==> src/rtl/lw_sram_pkg.sv <==
package lw_sram_pkg;

  typedef enum logic [1:0] {
    OP_NONE  = 2'd0,
    OP_READ  = 2'd1,
    OP_WRITE = 2'd2
  } opKind_t;

  typedef struct packed {
    logic wrEn;
    logic capture;
    logic oeSlot;
    logic bypass;
  } ctlStrobe_t;

endpackage

==> src/rtl/lw_sram_ctrl.sv <==
module lw_sram_ctrl
  import lw_sram_pkg::*;
#(
  parameter int ADDR_W  = 4,
  parameter int LANES   = 2,
  parameter int BURST_W = 2
) (
  input  logic              clk,
  input  logic              rstN,
  input  logic              flowThru,
  input  logic              cke,
  input  logic              advLd,
  input  logic              ce,
  input  logic              we,
  input  logic [LANES-1:0]  byteEn,
  input  logic [ADDR_W-1:0] addr,
  output ctlStrobe_t        strb,
  output logic [ADDR_W-1:0] wrAddr,
  output logic [LANES-1:0]  wrBe,
  output logic [ADDR_W-1:0] rdAddr
);

  opKind_t           s1Kind, s2Kind, burstKind, nKind, slotKind;
  logic [ADDR_W-1:0] s1Addr, s2Addr, burstAddr, nAddr, stepAddr;
  logic [LANES-1:0]  s1Be, s2Be, burstBe, nBe;
  logic              burstOn;

  generate
    if (ADDR_W > BURST_W) begin : gSplit
      logic [BURST_W-1:0] lowNext;
      assign lowNext  = burstAddr[BURST_W-1:0] + 1'b1;
      assign stepAddr = {burstAddr[ADDR_W-1:BURST_W], lowNext};
    end else begin : gWhole
      assign stepAddr = burstAddr + 1'b1;
    end
  endgenerate

  always_comb begin
    nKind = OP_NONE;
    nAddr = burstAddr;
    nBe   = burstBe;
    if (!advLd) begin
      nAddr = addr;
      nBe   = byteEn;
      if (ce) nKind = we ? OP_WRITE : OP_READ;
    end else if (burstOn) begin
      nKind = burstKind;
      nAddr = stepAddr;
    end
  end

  always_ff @(posedge clk or negedge rstN) begin
    if (!rstN) begin
      s1Kind    <= OP_NONE;
      s1Addr    <= '0;
      s1Be      <= '0;
      s2Kind    <= OP_NONE;
      s2Addr    <= '0;
      s2Be      <= '0;
      burstOn   <= 1'b0;
      burstKind <= OP_NONE;
      burstAddr <= '0;
      burstBe   <= '0;
    end else if (cke) begin
      s1Kind <= nKind;
      s1Addr <= nAddr;
      s1Be   <= nBe;
      s2Kind <= s1Kind;
      s2Addr <= s1Addr;
      s2Be   <= s1Be;
      if (!advLd) begin
        burstOn   <= ce;
        burstKind <= nKind;
        burstAddr <= addr;
        burstBe   <= byteEn;
      end else if (burstOn) begin
        burstAddr <= stepAddr;
      end
    end
  end

  // The data slot belongs to the stage whose age matches the chosen latency.
  always_comb begin
    if (flowThru) begin
      slotKind = s1Kind;
      wrAddr   = s1Addr;
      wrBe     = s1Be;
    end else begin
      slotKind = s2Kind;
      wrAddr   = s2Addr;
      wrBe     = s2Be;
    end
  end

  assign rdAddr       = s1Addr;
  assign strb.wrEn    = cke && (slotKind == OP_WRITE);
  assign strb.capture = cke;
  assign strb.oeSlot  = (s1Kind == OP_READ);
  assign strb.bypass  = strb.wrEn && (wrAddr == rdAddr);

endmodule

==> src/rtl/lw_sram_dp.sv <==
module lw_sram_dp
  import lw_sram_pkg::*;
#(
  parameter int ADDR_W = 4,
  parameter int LANES  = 2,
  parameter int LANE_W = 8,
  localparam int DATA_W = LANES * LANE_W,
  localparam int DEPTH  = 1 << ADDR_W
) (
  input  logic              clk,
  input  logic              rstN,
  input  logic              flowThru,
  input  ctlStrobe_t        strb,
  input  logic [ADDR_W-1:0] wrAddr,
  input  logic [LANES-1:0]  wrBe,
  input  logic [ADDR_W-1:0] rdAddr,
  input  logic [DATA_W-1:0] dIn,
  output logic [DATA_W-1:0] dOut,
  output logic              dOe
);

  logic [DATA_W-1:0] mem [DEPTH];
  logic [DATA_W-1:0] rdWord, merged, dOutReg;
  logic              dOeReg;

  assign rdWord = mem[rdAddr];

  // Lanes of a write committing at this edge override the stored word.
  generate
    for (genvar l = 0; l < LANES; l++) begin : gLane
      assign merged[l*LANE_W +: LANE_W] = (strb.bypass && wrBe[l])
                                          ? dIn[l*LANE_W +: LANE_W]
                                          : rdWord[l*LANE_W +: LANE_W];
    end
  endgenerate

  always_ff @(posedge clk or negedge rstN) begin
    if (!rstN) begin
      for (int w = 0; w < DEPTH; w++) mem[w] <= '0;
    end else if (strb.wrEn) begin
      for (int l = 0; l < LANES; l++)
        if (wrBe[l]) mem[wrAddr][l*LANE_W +: LANE_W] <= dIn[l*LANE_W +: LANE_W];
    end
  end

  always_ff @(posedge clk or negedge rstN) begin
    if (!rstN) begin
      dOutReg <= '0;
      dOeReg  <= 1'b0;
    end else if (strb.capture) begin
      dOutReg <= merged;
      dOeReg  <= strb.oeSlot;
    end
  end

  assign dOut = flowThru ? merged : dOutReg;
  assign dOe  = flowThru ? strb.oeSlot : dOeReg;

endmodule

==> src/rtl/lw_sram.sv <==
module lw_sram
  import lw_sram_pkg::*;
#(
  parameter int ADDR_W  = 4,
  parameter int LANES   = 2,
  parameter int LANE_W  = 8,
  parameter int BURST_W = 2,
  localparam int DATA_W = LANES * LANE_W
) (
  input  logic              clk,
  input  logic              rstN,
  input  logic              flowThru,
  input  logic              cke,
  input  logic              advLd,
  input  logic              ce,
  input  logic              we,
  input  logic [LANES-1:0]  byteEn,
  input  logic [ADDR_W-1:0] addr,
  input  logic [DATA_W-1:0] dIn,
  output logic [DATA_W-1:0] dOut,
  output logic              dOe
);

  ctlStrobe_t        strb;
  logic [ADDR_W-1:0] wrAddr, rdAddr;
  logic [LANES-1:0]  wrBe;

  lw_sram_ctrl #(.ADDR_W(ADDR_W), .LANES(LANES), .BURST_W(BURST_W)) uCtrl (
    .clk(clk), .rstN(rstN), .flowThru(flowThru), .cke(cke), .advLd(advLd),
    .ce(ce), .we(we), .byteEn(byteEn), .addr(addr), .strb(strb),
    .wrAddr(wrAddr), .wrBe(wrBe), .rdAddr(rdAddr)
  );

  lw_sram_dp #(.ADDR_W(ADDR_W), .LANES(LANES), .LANE_W(LANE_W)) uDp (
    .clk(clk), .rstN(rstN), .flowThru(flowThru), .strb(strb),
    .wrAddr(wrAddr), .wrBe(wrBe), .rdAddr(rdAddr), .dIn(dIn),
    .dOut(dOut), .dOe(dOe)
  );

endmodule

==> config.mk <==
export PLATFORM = sky130hd
export DESIGN_NAME = lw_sram
export DESIGN_NICKNAME = d
export VERILOG_FILES = /design/src/rtl/lw_sram_pkg.sv /design/src/rtl/lw_sram_ctrl.sv /design/src/rtl/lw_sram_dp.sv /design/src/rtl/lw_sram.sv
export SDC_FILE = /design/constraint.sdc
export NUM_CORES = 1
export LEC_CHECK = 0
export BUFFER_PORTS_ARGS = -buffer_cell sky130_fd_sc_hd__buf_4
export CORE_UTILIZATION = 60
export CTS_BUF_LIST = sky130_fd_sc_hd__clkbuf_8 sky130_fd_sc_hd__clkbuf_16
export DETAILED_ROUTE_END_ITERATION = 10
export GPL_TIMING_DRIVEN = 1
export PLACE_DENSITY = 0.77
export SLEW_MARGIN = 20
export SYNTH_ARGS = -nofsm -noshare
export SYNTH_HDL_FRONTEND = slang
export SYNTH_HIERARCHICAL = 1
export SYNTH_SLANG_ARGS = --single-unit
==> constraint.sdc <==
create_clock -name clk -period 3.1 [get_ports clk]
set_clock_uncertainty 0.2 [all_clocks]
set_input_delay 0.31 -clock clk [delete_from_list [all_inputs] [get_ports clk]]
set_output_delay 0.31 -clock clk [all_outputs]
set_load 0.1 [all_outputs]
Yosys cells after proc, flatten, opt, wreduce, memory -nomap -nowiden
Index checks and enable logic that the tools add are counted.

Flip-flop bits (word level): 292. Output and inout port bits: 17.

$add $sub $neg: 1. $lt $le $gt $ge: 3. Equal/unequal tests: 4. Mux-type cells: 26. Bitwise operators: 3. Reduce and logical (&&, ||, !) cells: 7.

Operators with widths (count): $mux W256 (3); $bwmux W256 (2); $demux W16 S4 (2); $bmux W16 S4 (1); $mux W16 (4); $mux W8 (3); $mux W2 (8); $ge A5 B5 Y1 const B (2); $not A4 Y5 (2); $mux W4 (2); $logic_and A1 B1 Y1 (5); $lt A5 B1 Y1 const B (1); $eq A4 B4 Y1 (1); $reduce_and A2 Y1 (2); $add A2 B1 Y2 const B (1); $eq A2 B1 Y1 const B (1); $eq A2 B2 Y1 const B (1); $ne A2 B1 Y1 const B (1); $mux W1 (1); $not A1 Y1 (1).

Depth between registers and ports, before layout
Depth after elaboration: 11. Depth in mapped cells: 9. Gate-level depth less buffers: 7.

By module
Netlist, hierarchy kept.

By module, submodules not included: lw_sram_dp (instances 1, cells an instance 835, area each 12594.6 um^2, seq. area each 6831.6 um^2); lw_sram_ctrl (instances 1, cells an instance 78, area each 975.9 um^2, seq. area each 475.5 um^2).

Worst setup path after synthesis
No wires, ideal clock.

Path type: flip-flop to output port. Start: reg, netlist name uCtrl/burstAddr[3]. End: out dOut[0]. Arrival: 3059 ps. Required time: 2590 ps. Setup slack: -469 ps. Cell stages (with the launch flop): 8. Path through: dfrtp_1 -> xnor2_1 -> a41oi_1 -> nor3b_1 -> and2_1 -> buf_1 -> nand2_1 -> a31oi_1.

RTL lines: to (decl) (line lw_sram.sv:20) `output logic [DATA_W-1:0] dOut,`.

==> impl_metrics.json <==
{
  "mostFrequentLayoutCells": "dfrtp_1 (289), mux2_2 (272), buf_4 (73), mux4_2 (62), nor2_1 (39)",
  "status": "finished with violations",
  "synth_top_family_by_area": "multiplexers",
  "ys_warn_count": 6,
  "rr_startpoint": "uCtrl/burstAddr[0]",
  "path_cells": "buf_6, xnor2_2, a41oi_2, nor3b_2, buf_4, and2_4, nand2_2, a31oi_2, buf_6",
  "r2r_setup_slack_ns": 0.22,
  "p_leak_nw": 7.675,
  "wl_mm": 32.80,
  "grt_max_degree": 87,
  "end_kind": "output pin",
  "period_minus_slack_ns": 3.280,
  "die_area_um2": 23220,
  "antenna_found_initial": 0,
  "synth-edff-count": 0,
  "vdd_drop_max_mv": 0.4051,
  "avgSynthCellArea_um2": 14.86,
  "async_flop_share_pct": 100.0,
  "synthesis.nets": 942,
  "die-width_um": 152.4,
  "criticalPathCategory": "register to output pin",
  "initial_core_util_pct": 61.61,
  "required_ns": 2.59,
  "reg2regPathDepth": 8,
  "synth_xor_area_share_pct": 0.2582,
  "fin_setup_tns_ns": -1.315,
  "tightest_slew_ns": 0.9330,
  "postPlaceCellArea_um2": 14440,
  "path_clk_slew_ns": 0.06,
  "nNetsFinal": 1056,
  "cts_max_path_buffers": 3,
  "insertion_delay_ns": 0.56,
  "ys_seq_elements": 292,
  "finalCritPeriodShare_pct": 105.8,
  "slew_violations": 0,
  "synth_compound_area_share_pct": 4.813,
  "die_y_um": 152.4,
  "cts_tree": "done",
  "cts.htree.levels": 1,
  "seq_area_frac_synth_pct": 53.84,
  "synth_top_flop_cell": "dfrtp_1",
  "rsz0062_at_grt": "true",
  "grt_first_pass_wirelength_mm": 51.67,
  "gp_congestion": 0.7917,
  "syn_inst": 913,
  "drive_gt1_share_pct": 56.23,
  "globalRouteOverflowTotal": 0,
  "drt-pass1-iter-count": 9,
  "ys_types": 40,
  "boundaryPins": 46,
  "slowest_stage": "dfrtp_4",
  "vias_per_cell": 6.343,
  "maxSlewHeadroom_pct": 37.57,
  "finalWorstSetupSlack_ns": -0.1803,
  "io_buffers": 45,
  "cts_sinks": 292,
  "rows": 54,
  "grt_pass1_vias": 8832,
  "wire_per_inst_um": 24.64,
  "max_stage_delay_ns": 0.57,
  "post-route-drc-count": 6,
  "cts_root_buf": "clkbuf_16",
  "path_common_cell": "buf_6",
  "drt-initial-drc-count": 567,
  "ant_nets": 0,
  "failed_checks": "DRC, setup timing",
  "synthSimpleGateAreaFrac_pct": 4.868,
  "start_kind": "register",
  "place_hpwl_mm": 19.72,
  "place_ws_ns": 0.1669,
  "netlist_area_um2": 13570,
  "setup_viol_count_final": 16,
  "reg2reg_to": "uDp/dOutReg[7]",
  "arrival_ns": 2.77,
  "clock.fmax_ghz": 0.3048,
  "stdcell_area_um2": 16460,
  "cts_buffers": 31,
  "antennaDiodeCount": 0,
  "drv_cap": 0,
  "area_delta_synth_final_pct": 21.32,
  "path_max_fanout": 8,
  "mostFrequentLayoutCell": "dfrtp_1",
  "post_synth_fa_ha_maj_area_fraction_pct": 0,
  "coreArea_um2": 22030,
  "grt_usage_pct": 28.97,
  "hold_violations": 0,
  "min_path_type": "input pin to async pin",
  "vias": 8442,
  "synth_mux_area_share_pct": 33.97,
  "powerDensity_nw_per_um2": 704.4
}
layer usage:
| layer | routed length (µm) | global-route usage, % | vias to the layer above | part of all wire, % |
|---|---|---|---|---|
| met5 | 0 | 0 | - | 0 |
| met4 | 446 | 6.414 | 0 | 1.4 |
| met3 | 1718 | 4.636 | 38 | 5.2 |
| met2 | 16080 | 46.57 | 229 | 49 |
| met1 | 14560 | 42.09 | 4513 | 44 |
| li1 | - | - | 3662 | - |
synth_stat cells (4+ instances only):
cell,number,area [µm²]
dfrtp_1,292,7307
mux2_2,272,3063
mux4_2,60,1351
nor2_1,39,146.4
a31oi_1,34,212.7
a22o_1,32,280.3
clkbuf_1,32,120.1
nand2_1,26,97.59
nor2_2,18,112.6
o21ai_1,13,65.06
buf_2,9,45.04
nor2b_1,7,43.79
buf_4,6,45.04
mux2_4,6,90.09
a21oi_1,5,25.02
buf_6,5,56.30
and2_1,4,25.02
mux4_1,4,105.1
nand3_1,4,20.02
nand4_1,4,25.02
nor3_2,4,40.04
xnor2_1,4,35.03
layout make-up:
class | instances | area (µm²)
well taps | 280 | 350.3
inverters | 2 | 7.507
clock inverters | 21 | 168.9
fillers | 1288 | 5563
clock buffers | 36 | 844.6
flip-flops and latches | 292 | 7313
repair buffers | 137 | 1424
multi-input cells | 563 | 6355
critical path: cells and delay by family (launching register included):
family	cells	cell delay (ns)
AOI/OAI and AO/OA	2	0.39
xor gates and xnor gates	1	0.13
buffers and inverters	3	0.58
DFF	1	0.57
and+or+nand+nor	3	0.53
timing repair:
| action | 4_1_cts | 5_1_grt |
|---|---|---|
| cloned | 4 | 0 |
| hold buffers | 33 | 0 |
| buffers inserted | 13 | 1 |
| pin swaps | 33 | 7 |
| endpoints found under the hold margin | 364 | 0 |
| setup endpoints to repair | 16 | 16 |
| resized for setup | 81 | 22 |
flip-flops by register name, summed over array words and instances (netlist names):
signal           flops
uDp/mem            256
uDp/dOutReg         16
uCtrl/burstAddr      4
uCtrl/s2Addr         4
uCtrl/burstBe        2
uCtrl/burstKind      2
uCtrl/s1Kind         2
uCtrl/s2Be           2
uCtrl/s2Kind         2
uCtrl/burstOn        1
uDp/dOeReg           1
how the worst max path moves through the flow:
| stage | slack (ns) | to | cells after the start | start |
|---|---|---|---|---|
| after floorplan | 0.08 | dOut[0] | 7 | uCtrl/burstAddr[3] |
| after detailed placement | 0.17 | dOut[6] | 7 | uCtrl/burstAddr[0] |
| after global placement | 0.26 | dOut[2] | 7 | uCtrl/burstAddr[0] |
| after global routing | -0.26 | dOut[11] | 9 | uCtrl/burstAddr[0] |
| after CTS | -0.10 | dOut[7] | 7 | uCtrl/burstAddr[0] |
| final | -0.18 | dOut[11] | 9 | uCtrl/burstAddr[0] |
power breakdown:
group / switching (mW) / internal (mW)
Combinational: 1.47 / 1.51
Clock: 1.52 / 2.11
Sequential: 0.424 / 4.57
Total: 3.41 / 8.18
through the flow:
stage / util (%) / hold WS [ns] / instances / total power, mW
2_1_floorplan: - / -0.1856 / 913 / 6.895
3_3_place_gp: 65.58 / 0.1609 / 1223 / 7.477
3_5_place_dp: 65.58 / 0.1608 / 1223 / 7.574
4_1_cts: 74.18 / 0.1876 / 1330 / 11.52
5_1_grt: 74.74 / 0.2182 / 1331 / 12.05
6_report: 74.74 / 0.1647 / 1331 / 11.60
kinds of logic (layout without fill, tap and decap cells):
kind of cell    Yosys count  after routing
mux                     342            342
flops                   292            292
simple gates            124            124
compound gates           93             93
buf+inv                  58            196
xor+xnor                  4              4
Power figures use the tool's default switching activity.
